File: config.mk
export PLATFORM = sky130hd
export DESIGN_NAME = sadc_serial_ctrl
export DESIGN_NICKNAME = d
export VERILOG_FILES = /design/src/rtl/sadc_pkg.sv /design/src/rtl/sadc_frame_ctr.sv /design/src/rtl/sadc_power_fsm.sv /design/src/rtl/sadc_shift_out.sv /design/src/rtl/sadc_serial_ctrl.sv
export SDC_FILE = /design/constraint.sdc
export NUM_CORES = 1
export LEC_CHECK = 0
export BUFFER_PORTS_ARGS = -buffer_cell sky130_fd_sc_hd__buf_2
export CAP_MARGIN = 20
export CORE_ASPECT_RATIO = 0.75
export CORE_UTILIZATION = 40
export CTS_BUF_LIST = sky130_fd_sc_hd__clkbuf_8
export DETAILED_ROUTE_END_ITERATION = 8
export MAX_ROUTING_LAYER = met4
export PLACE_DENSITY = 0.65
export SLEW_MARGIN = 5
export SYNTH_ARGS = -nofsm -noshare
export SYNTH_HDL_FRONTEND = slang
export SYNTH_HIERARCHICAL = 1
export SYNTH_SLANG_ARGS = --single-unit
File: constraint.sdc
create_clock -name clk -period 2.8 [get_ports clk]
set_input_delay 0.42 -clock clk [delete_from_list [all_inputs] [get_ports clk]]
set_output_delay 0.42 -clock clk [all_outputs]
set_load 0.01 [all_outputs]
File: src/rtl/sadc_pkg.sv
package sadc_pkg;
  typedef enum logic [1:0] {
    PM_NORMAL = 2'b00,
    PM_LIGHT  = 2'b01,
    PM_DEEP   = 2'b10,
    PM_WAKE   = 2'b11
  } pmode_e;
endpackage

File: src/rtl/sadc_frame_ctr.sv
module sadc_frame_ctr #(
  parameter int FRAME_LEN = 16,
  parameter int PD_FROM   = 3,
  parameter int CNT_W     = $clog2(FRAME_LEN + 1)
) (
  input  logic             clk,
  input  logic             rst_n,
  input  logic             start_n,
  output logic             start_fall,
  output logic             start_rise,
  output logic             abort,
  output logic [CNT_W-1:0] pos,
  output logic             keep,
  output logic             track,
  output logic             initialized
);
  localparam logic [CNT_W-1:0] LAST   = CNT_W'(FRAME_LEN);
  localparam logic [CNT_W-1:0] TRK_AT = CNT_W'(FRAME_LEN - 2);
  localparam logic [CNT_W-1:0] PD_LO  = CNT_W'(PD_FROM);

  logic start_q;

  assign start_fall = start_q & ~start_n;
  assign start_rise = ~start_q & start_n;
  assign abort      = start_rise & (pos < TRK_AT);
  assign track      = (pos >= TRK_AT);

  always_ff @(posedge clk or negedge rst_n) begin
    if (!rst_n) begin
      start_q     <= 1'b1;
      pos         <= LAST;
      keep        <= 1'b0;
      initialized <= 1'b0;
    end else begin
      start_q <= start_n;
      if (start_fall) begin
        pos  <= '0;
        keep <= 1'b0;
      end else if (abort) begin
        pos <= LAST;
      end else begin
        if (pos < LAST) pos <= pos + 1'b1;
        if (start_rise && pos < LAST) keep <= 1'b1;
        if (pos == TRK_AT - 1'b1) initialized <= 1'b1;
      end
    end
  end

  // count saturates at the frame length
  p_count_bounded_r4: assert property (@(posedge clk) disable iff (!rst_n)
    pos <= LAST);
  // once saturated, only a new start moves the count
  p_count_holds_r4: assert property (@(posedge clk) disable iff (!rst_n)
    (pos == LAST && !start_fall) |=> pos == LAST);
  // flag is sticky
  p_init_sticky_r11: assert property (@(posedge clk) disable iff (!rst_n)
    initialized |=> initialized);
  // an early release sends the sampler back to tracking
  p_abort_tracks_r7: assert property (@(posedge clk) disable iff (!rst_n)
    (start_rise && pos < PD_LO) |=> track);
endmodule

File: src/rtl/sadc_power_fsm.sv
module sadc_power_fsm
  import sadc_pkg::*;
#(
  parameter int FRAME_LEN = 16,
  parameter int PD_FROM   = 3,
  parameter int CNT_W     = $clog2(FRAME_LEN + 1)
) (
  input  logic             clk,
  input  logic             rst_n,
  input  logic             start_fall,
  input  logic             start_rise,
  input  logic [CNT_W-1:0] pos,
  output pmode_e           mode,
  output logic             frame_pd
);
  localparam logic [CNT_W-1:0] TRK_AT = CNT_W'(FRAME_LEN - 2);
  localparam logic [CNT_W-1:0] PD_LO  = CNT_W'(PD_FROM);

  pmode_e mode_nx;

  always_comb begin
    mode_nx = mode;
    if (start_fall) begin
      if (mode == PM_DEEP) mode_nx = PM_WAKE;
    end else if (start_rise) begin
      if (pos >= TRK_AT) begin
        mode_nx = PM_NORMAL;
      end else if (pos >= PD_LO) begin
        mode_nx = (mode == PM_NORMAL) ? PM_LIGHT : PM_DEEP;
      end else if (mode == PM_WAKE) begin
        mode_nx = PM_DEEP;
      end
    end
  end

  always_ff @(posedge clk or negedge rst_n) begin
    if (!rst_n) begin
      mode     <= PM_NORMAL;
      frame_pd <= 1'b0;
    end else begin
      mode <= mode_nx;
      if (start_fall) frame_pd <= (mode != PM_NORMAL);
    end
  end

  // deep sleep is never entered straight from normal
  p_no_direct_deep_r8: assert property (@(posedge clk) disable iff (!rst_n)
    (mode == PM_NORMAL) |=> (mode != PM_DEEP));
  // waking is only entered from deep sleep
  p_wake_from_deep_r9: assert property (@(posedge clk) disable iff (!rst_n)
    (mode == PM_NORMAL || mode == PM_LIGHT) |=> (mode != PM_WAKE));
  // a long low period always ends in normal
  p_long_low_wakes_r9: assert property (@(posedge clk) disable iff (!rst_n)
    (start_rise && pos >= TRK_AT) |=> mode == PM_NORMAL);
endmodule

File: src/rtl/sadc_shift_out.sv
module sadc_shift_out #(
  parameter int RES_W      = 12,
  parameter int LEAD_ZEROS = 3,
  parameter int FRAME_LEN  = 16,
  parameter int CNT_W      = $clog2(FRAME_LEN + 1)
) (
  input  logic             clk,
  input  logic             rst_n,
  input  logic             start_fall,
  input  logic             abort,
  input  logic [CNT_W-1:0] pos,
  input  logic             keep,
  input  logic             frame_pd,
  input  logic [RES_W-1:0] code_in,
  output logic             dout,
  output logic             dout_oe
);
  localparam logic [CNT_W-1:0] LAST     = CNT_W'(FRAME_LEN);
  localparam int               FIRST_D  = LEAD_ZEROS + 1;
  localparam int               LAST_D   = LEAD_ZEROS + RES_W;
  localparam int               IDX_W    = $clog2(RES_W);

  logic [CNT_W-1:0] nxt;
  logic             bit_nx;
  int               idx;

  assign nxt = pos + 1'b1;

  always_comb begin
    bit_nx = 1'b0;
    idx    = LAST_D - int'(nxt);
    if (!frame_pd && int'(nxt) >= FIRST_D && int'(nxt) <= LAST_D)
      bit_nx = code_in[idx[IDX_W-1:0]];
  end

  always_ff @(posedge clk or negedge rst_n) begin
    if (!rst_n) begin
      dout    <= 1'b0;
      dout_oe <= 1'b0;
    end else if (start_fall) begin
      dout    <= 1'b0;
      dout_oe <= 1'b1;
    end else if (abort) begin
      dout    <= 1'b0;
      dout_oe <= 1'b0;
    end else if (pos == LAST) begin
      dout    <= 1'b0;
      dout_oe <= dout_oe & keep;
    end else begin
      dout <= bit_nx;
    end
  end

  // a start drives the line low on the next cycle
  p_start_drives_low_r2: assert property (@(posedge clk) disable iff (!rst_n)
    start_fall |=> (dout_oe && !dout));
  // frames begun while asleep carry only zeros
  p_sleep_frame_zero_r10: assert property (@(posedge clk) disable iff (!rst_n)
    frame_pd |-> !dout);
  // without a continuation request the line is released after the frame
  p_release_after_frame_r6: assert property (@(posedge clk) disable iff (!rst_n)
    (pos == LAST && !keep && !start_fall) |=> !dout_oe);
endmodule

File: src/rtl/sadc_serial_ctrl.sv
module sadc_serial_ctrl
  import sadc_pkg::*;
#(
  parameter int RES_W      = 12,
  parameter int LEAD_ZEROS = 3,
  parameter int TAIL_ZEROS = 1
) (
  input  logic             clk,
  input  logic             rst_n,
  input  logic             start_n,
  input  logic [RES_W-1:0] sar_code,
  output logic             track,
  output logic             dout,
  output logic             dout_oe,
  output logic [1:0]       pwr_mode,
  output logic             initialized
);
  localparam int FRAME_LEN = LEAD_ZEROS + RES_W + TAIL_ZEROS;
  localparam int CNT_W     = $clog2(FRAME_LEN + 1);

  logic             start_fall, start_rise, abort, keep, frame_pd;
  logic [CNT_W-1:0] pos;
  pmode_e           mode;

  sadc_frame_ctr #(.FRAME_LEN(FRAME_LEN), .PD_FROM(LEAD_ZEROS), .CNT_W(CNT_W)) u_ctr (
    .clk(clk), .rst_n(rst_n), .start_n(start_n),
    .start_fall(start_fall), .start_rise(start_rise), .abort(abort),
    .pos(pos), .keep(keep), .track(track), .initialized(initialized)
  );

  sadc_power_fsm #(.FRAME_LEN(FRAME_LEN), .PD_FROM(LEAD_ZEROS), .CNT_W(CNT_W)) u_pwr (
    .clk(clk), .rst_n(rst_n), .start_fall(start_fall), .start_rise(start_rise),
    .pos(pos), .mode(mode), .frame_pd(frame_pd)
  );

  sadc_shift_out #(.RES_W(RES_W), .LEAD_ZEROS(LEAD_ZEROS), .FRAME_LEN(FRAME_LEN),
                   .CNT_W(CNT_W)) u_out (
    .clk(clk), .rst_n(rst_n), .start_fall(start_fall), .abort(abort),
    .pos(pos), .keep(keep), .frame_pd(frame_pd), .code_in(sar_code),
    .dout(dout), .dout_oe(dout_oe)
  );

  assign pwr_mode = mode;

  // entering light sleep releases the line
  p_sleep_releases_r7: assert property (@(posedge clk) disable iff (!rst_n)
    (pwr_mode == 2'b00 && !start_fall) ##1 (pwr_mode == 2'b01) |-> !dout_oe);
  // holding while a frame is under way
  p_hold_in_frame_r2: assert property (@(posedge clk) disable iff (!rst_n)
    start_fall |=> !track);
endmodule

==> summary.log <==
INFO  yosys          synth_cell_types=43
INFO  clock_network  ctsResizeCount=0
INFO  sta            setup_viol_count_final=0
INFO  layout         synthToLayoutAreaGrowth=17.1%
INFO  sta            slew_at_the_pin_with_the_worst_max_slew_slack=0.541ns
INFO  sta            fin_skew=0.00178ns
INFO  clock_network  cts.hold.buffers_added=0
INFO  job            maxCapViolations=0
INFO  route          wire_per_inst=14.3um
INFO  worst_hold_path min_path_type=input pin to asynchronous set/reset pin
INFO  route          viasPerCell=5.43
INFO  worst_setup_path worst_ep_required_time=2.91ns
INFO  status         result_of_the_run=completed
INFO  floorplanning  num_io_pins=21
INFO  layout         final_core_utilization=0.498
INFO  pwr            p_int=442uW
INFO  global_routing globalRoute.totalOverflow=0
INFO  floorplanning  design.die.area=2660squm
INFO  clock_network  numClockSinks=13
INFO  worst_setup_path timing.reg2reg.worst_path_depth=6
INFO  pwr            vdd_ir_drop_max=0.206mV
INFO  yosys          synth-seq-area-share=0.334
INFO  layout         nets=145
INFO  pwr            pwr_density_cell=602nW/um^2
INFO  sta            fin_ws=0.593ns
INFO  global_routing grt_start_max_net_pins=18
INFO  clock_network  cts_buffers=3
INFO  pwr            share_comb_of_total_power=0.371
INFO  clock_network  insertion_delay=0.24ns
INFO  route          detailroute.via_count=853
INFO  floorplanning  floorplan.initialDensity=0.425
INFO  placed_design  pre_cts_ws=0.602ns
INFO  pwr            netSwitchingPower=249uW
INFO  worst_setup_path timing_worst_setup_path_type=register to register
INFO  sta            unrepaired_setup_endpoints_after_global_routing=no
INFO  placed_design  hpwl=1.52mm
INFO  sta            report.final.slew_viol_count=0
INFO  worst_setup_path timing.reg2reg.setup_slack=0.59ns
INFO  layout         antenna_cells=0
INFO  yosys          synth_warnings=6
INFO  yosys          synthCells=101
INFO  yosys          synthFlopType=sky130_fd_sc_hd__dfrtp_1
INFO  worst_setup_path worst-endpoint-arrival=2.32ns
INFO  placed_design  io_buffers=20
INFO  worst_setup_path setup.worst_path.end_class=register
INFO  worst_setup_path r2r_end=u_out/dout
INFO  clock_network  htree_num_levels=1
INFO  floorplanning  core_region_area=2310squm
INFO  pwr            total_leakage_power=0.000524uW
INFO  global_routing grt_pass1_wl=3.61mm
INFO  floorplanning  chipWidth=59.2um
INFO  pwr            swShare=0.360
INFO  worst_setup_path critPathCapture=u_out/dout
INFO  worst_setup_path critical_path.startpoint=u_ctr/pos[1]
INFO  sta            slew_headroom=0.639
INFO  route          drt_drc_violations_left=0
INFO  sta            layout_min_cycle_time=2.21ns
INFO  route          wirelength=2.24mm
INFO  yosys          async_set_reset_flop_share_out_of_synthesis=1.00
INFO  floorplanning  num_rows=15
INFO  sta            finalHoldViolCount=0
INFO  global_routing initial_antenna_violation_count=0
INFO  yosys          synth_edf_count=0
INFO  global_routing grt_usage=0.193
INFO  clock_network  tritoncts=yes
INFO  sta            finalSetupTns=0ns
INFO  sta            part_of_the_cycle_the_worst_path_needs=0.788
INFO  sta            fmax=453MHz
INFO  layout         drive_above_1_share=0.285
INFO  route          detail_route.iter0.violations=13
INFO  worst_setup_path cp_max_fo=15
INFO  yosys          postSynthRegisterBits=13
INFO  floorplanning  chipHeight=44.9um
INFO  clock_network  cts.repair_timing.setup_buffer_count=0
INFO  clock_network  clkTransAtPathRegs=0.06ns
INFO  placed_design  globalplace.congestion=0.752
INFO  yosys          netlist_area=981squm
INFO  global_routing first_global_vias=764
INFO  pwr            fraction_of_power_consumed_by_the_clock_network=0.240
INFO  route          total_iterations_of_the_first_detailed_routing_run=4
INFO  yosys          syn_avg_cell_area=9.71squm
INFO  yosys          post_syn_nets=122
INFO  route          drt.antenna.violating_nets=0
INFO  clock_network  cts_max_path_buffers=2
INFO  clock_network  root_buffer=sky130_fd_sc_hd__clkbuf_8
INFO  worst_setup_path critical_path.startpoint_type=register
INFO  worst_setup_path timing.rr.start=u_ctr/pos[1]
INFO  pwr            p_seq_frac=0.389
-- state kept, by name, summed over array words and instances, names as in the netlist --
| signal | cells |
|---|---|
| u_pwr/frame_pd | 1 |
| u_ctr/initialized | 1 |
| u_ctr/keep | 1 |
| u_out/dout_oe | 1 |
| u_ctr/start_q | 1 |
| u_pwr/mode | 2 |
| u_ctr/pos | 5 |
| u_out/dout | 1 |
-- power by group through the flow --
| stage | clock network (uW) | logic [uW] | registers [uW] |
|---|---|---|---|
| floorplan | 0 | 177 | 273 |
| global placement | 0 | 242 | 268 |
| detailed placement | 0 | 250 | 271 |
| CTS | 170 | 255 | 267 |
| global route | 177 | 284 | 277 |
| finish | 166 | 256 | 269 |
-- stage by stage --
step / cell area, sq um / hold WS, ns / instances / total power, uW
3_5_place_dp: 1100 / 0.330 / 153 / 521
6_report: 1150 / 0.0607 / 157 / 691
5_1_grt: 1150 / 0.0849 / 157 / 738
4_1_cts: 1150 / 0.0693 / 157 / 693
3_3_place_gp: 1100 / 0.326 / 153 / 510
2_1_floorplan: 981 / 0.124 / 101 / 450
-- per-layer routing --
| layer | up-vias | global-route usage | wire length (um) | part of all wire |
|---|---|---|---|---|
| met4 | 0 | 0.0667 | 10 | 0.0045 |
| met3 | 2 | 0.0430 | 57 | 0.025 |
| met2 | 16 | 0.312 | 1110 | 0.49 |
| met5 | - | - | 0 | 0 |
| met1 | 416 | 0.239 | 1060 | 0.48 |
| li1 | 419 | - | - | - |
-- cells by family after synthesis --
kind of cell,after synthesis,share of synthesized area
xor gates and xnor gates,2,0.0179
DFF,13,0.334
and+or+nand+nor,32,0.188
AOI/OAI and AO/OA,33,0.261
buffers and inverters,12,0.0625
muxes,3,0.0600
adders and majority gates,6,0.0765
-- placed cells by master (no fill, tap or decap), drive strengths merged, types with 2 or more instances in the layout --
master / Yosys / layout
nand2: 9 / 9
a41o: 2 / 2
dfstp: 2 / 2
o21ai: 6 / 6
dfrtp: 11 / 11
a31oi: 2 / 2
a21o: 2 / 2
inv: 9 / 10
nor2b: 3 / 3
or3: 2 / 2
xor2: 2 / 2
nand2b: 3 / 3
a211oi: 2 / 2
ha: 6 / 6
nand3: 2 / 2
nand4b: 2 / 2
nor2: 7 / 7
clkbuf: 0 / 3
a31o: 3 / 3
mux4: 2 / 2
o2bb2ai: 2 / 2
buf: 3 / 21
a21oi: 5 / 5
-- cells in the mapped netlist (2+ instances only) --
master,number,share of area
sky130_fd_sc_hd__ha_1,6,0.077
sky130_fd_sc_hd__nand4b_1,2,0.018
sky130_fd_sc_hd__buf_6,2,0.023
sky130_fd_sc_hd__nand2_1,9,0.034
sky130_fd_sc_hd__a21o_1,2,0.015
sky130_fd_sc_hd__dfrtp_1,11,0.28
sky130_fd_sc_hd__a31oi_1,2,0.013
sky130_fd_sc_hd__a31o_1,2,0.018
sky130_fd_sc_hd__nand2b_1,3,0.019
sky130_fd_sc_hd__inv_1,9,0.034
sky130_fd_sc_hd__a211oi_2,2,0.026
sky130_fd_sc_hd__o2bb2ai_1,2,0.018
sky130_fd_sc_hd__a21oi_1,5,0.026
sky130_fd_sc_hd__or3_1,2,0.013
sky130_fd_sc_hd__nor2_1,6,0.023
sky130_fd_sc_hd__dfstp_2,2,0.054
sky130_fd_sc_hd__nand3_1,2,0.010
sky130_fd_sc_hd__o21ai_0,5,0.026
sky130_fd_sc_hd__nor2b_4,2,0.028
sky130_fd_sc_hd__xor2_1,2,0.018
-- critical path, stage by stage, from the launching register on --
cell and delay (ns):
sky130_fd_sc_hd__dfrtp_1 0.60, sky130_fd_sc_hd__inv_1 0.10, sky130_fd_sc_hd__ha_1 0.40, sky130_fd_sc_hd__mux4_2 0.35, sky130_fd_sc_hd__or2_0 0.21, sky130_fd_sc_hd__a221oi_1 0.35, sky130_fd_sc_hd__a2111oi_2 0.06
-- final cells by class --
| class | instances | area (sq um) |
|---|---|---|
| Tap cell | 34 | 42.5 |
| Clock buffer | 3 | 41.3 |
| Multi-Input combinational cell | 76 | 592 |
| Sequential cell | 13 | 328 |
| Timing Repair Buffer | 21 | 108 |
| Clock inverter | 1 | 3.75 |
| Fill cell | 224 | 1160 |
| Inverter | 9 | 33.8 |
-- worst min path at each step --
stage / startpoint / to / slack (ns) / cells past startpoint
6_report: rst_n / u_out/dout / 0.06 / 1
5_1_grt: rst_n / u_out/dout / 0.08 / 1
4_1_cts: rst_n / u_out/dout / 0.07 / 1
3_5_place_dp: rst_n / u_out/dout / 0.33 / 1
3_3_place_gp: rst_n / u_out/dout / 0.33 / 1
2_1_floorplan: rst_n / u_ctr/initialized / 0.12 / 0
No activity file was read; power rests on OpenSTA's default activity.
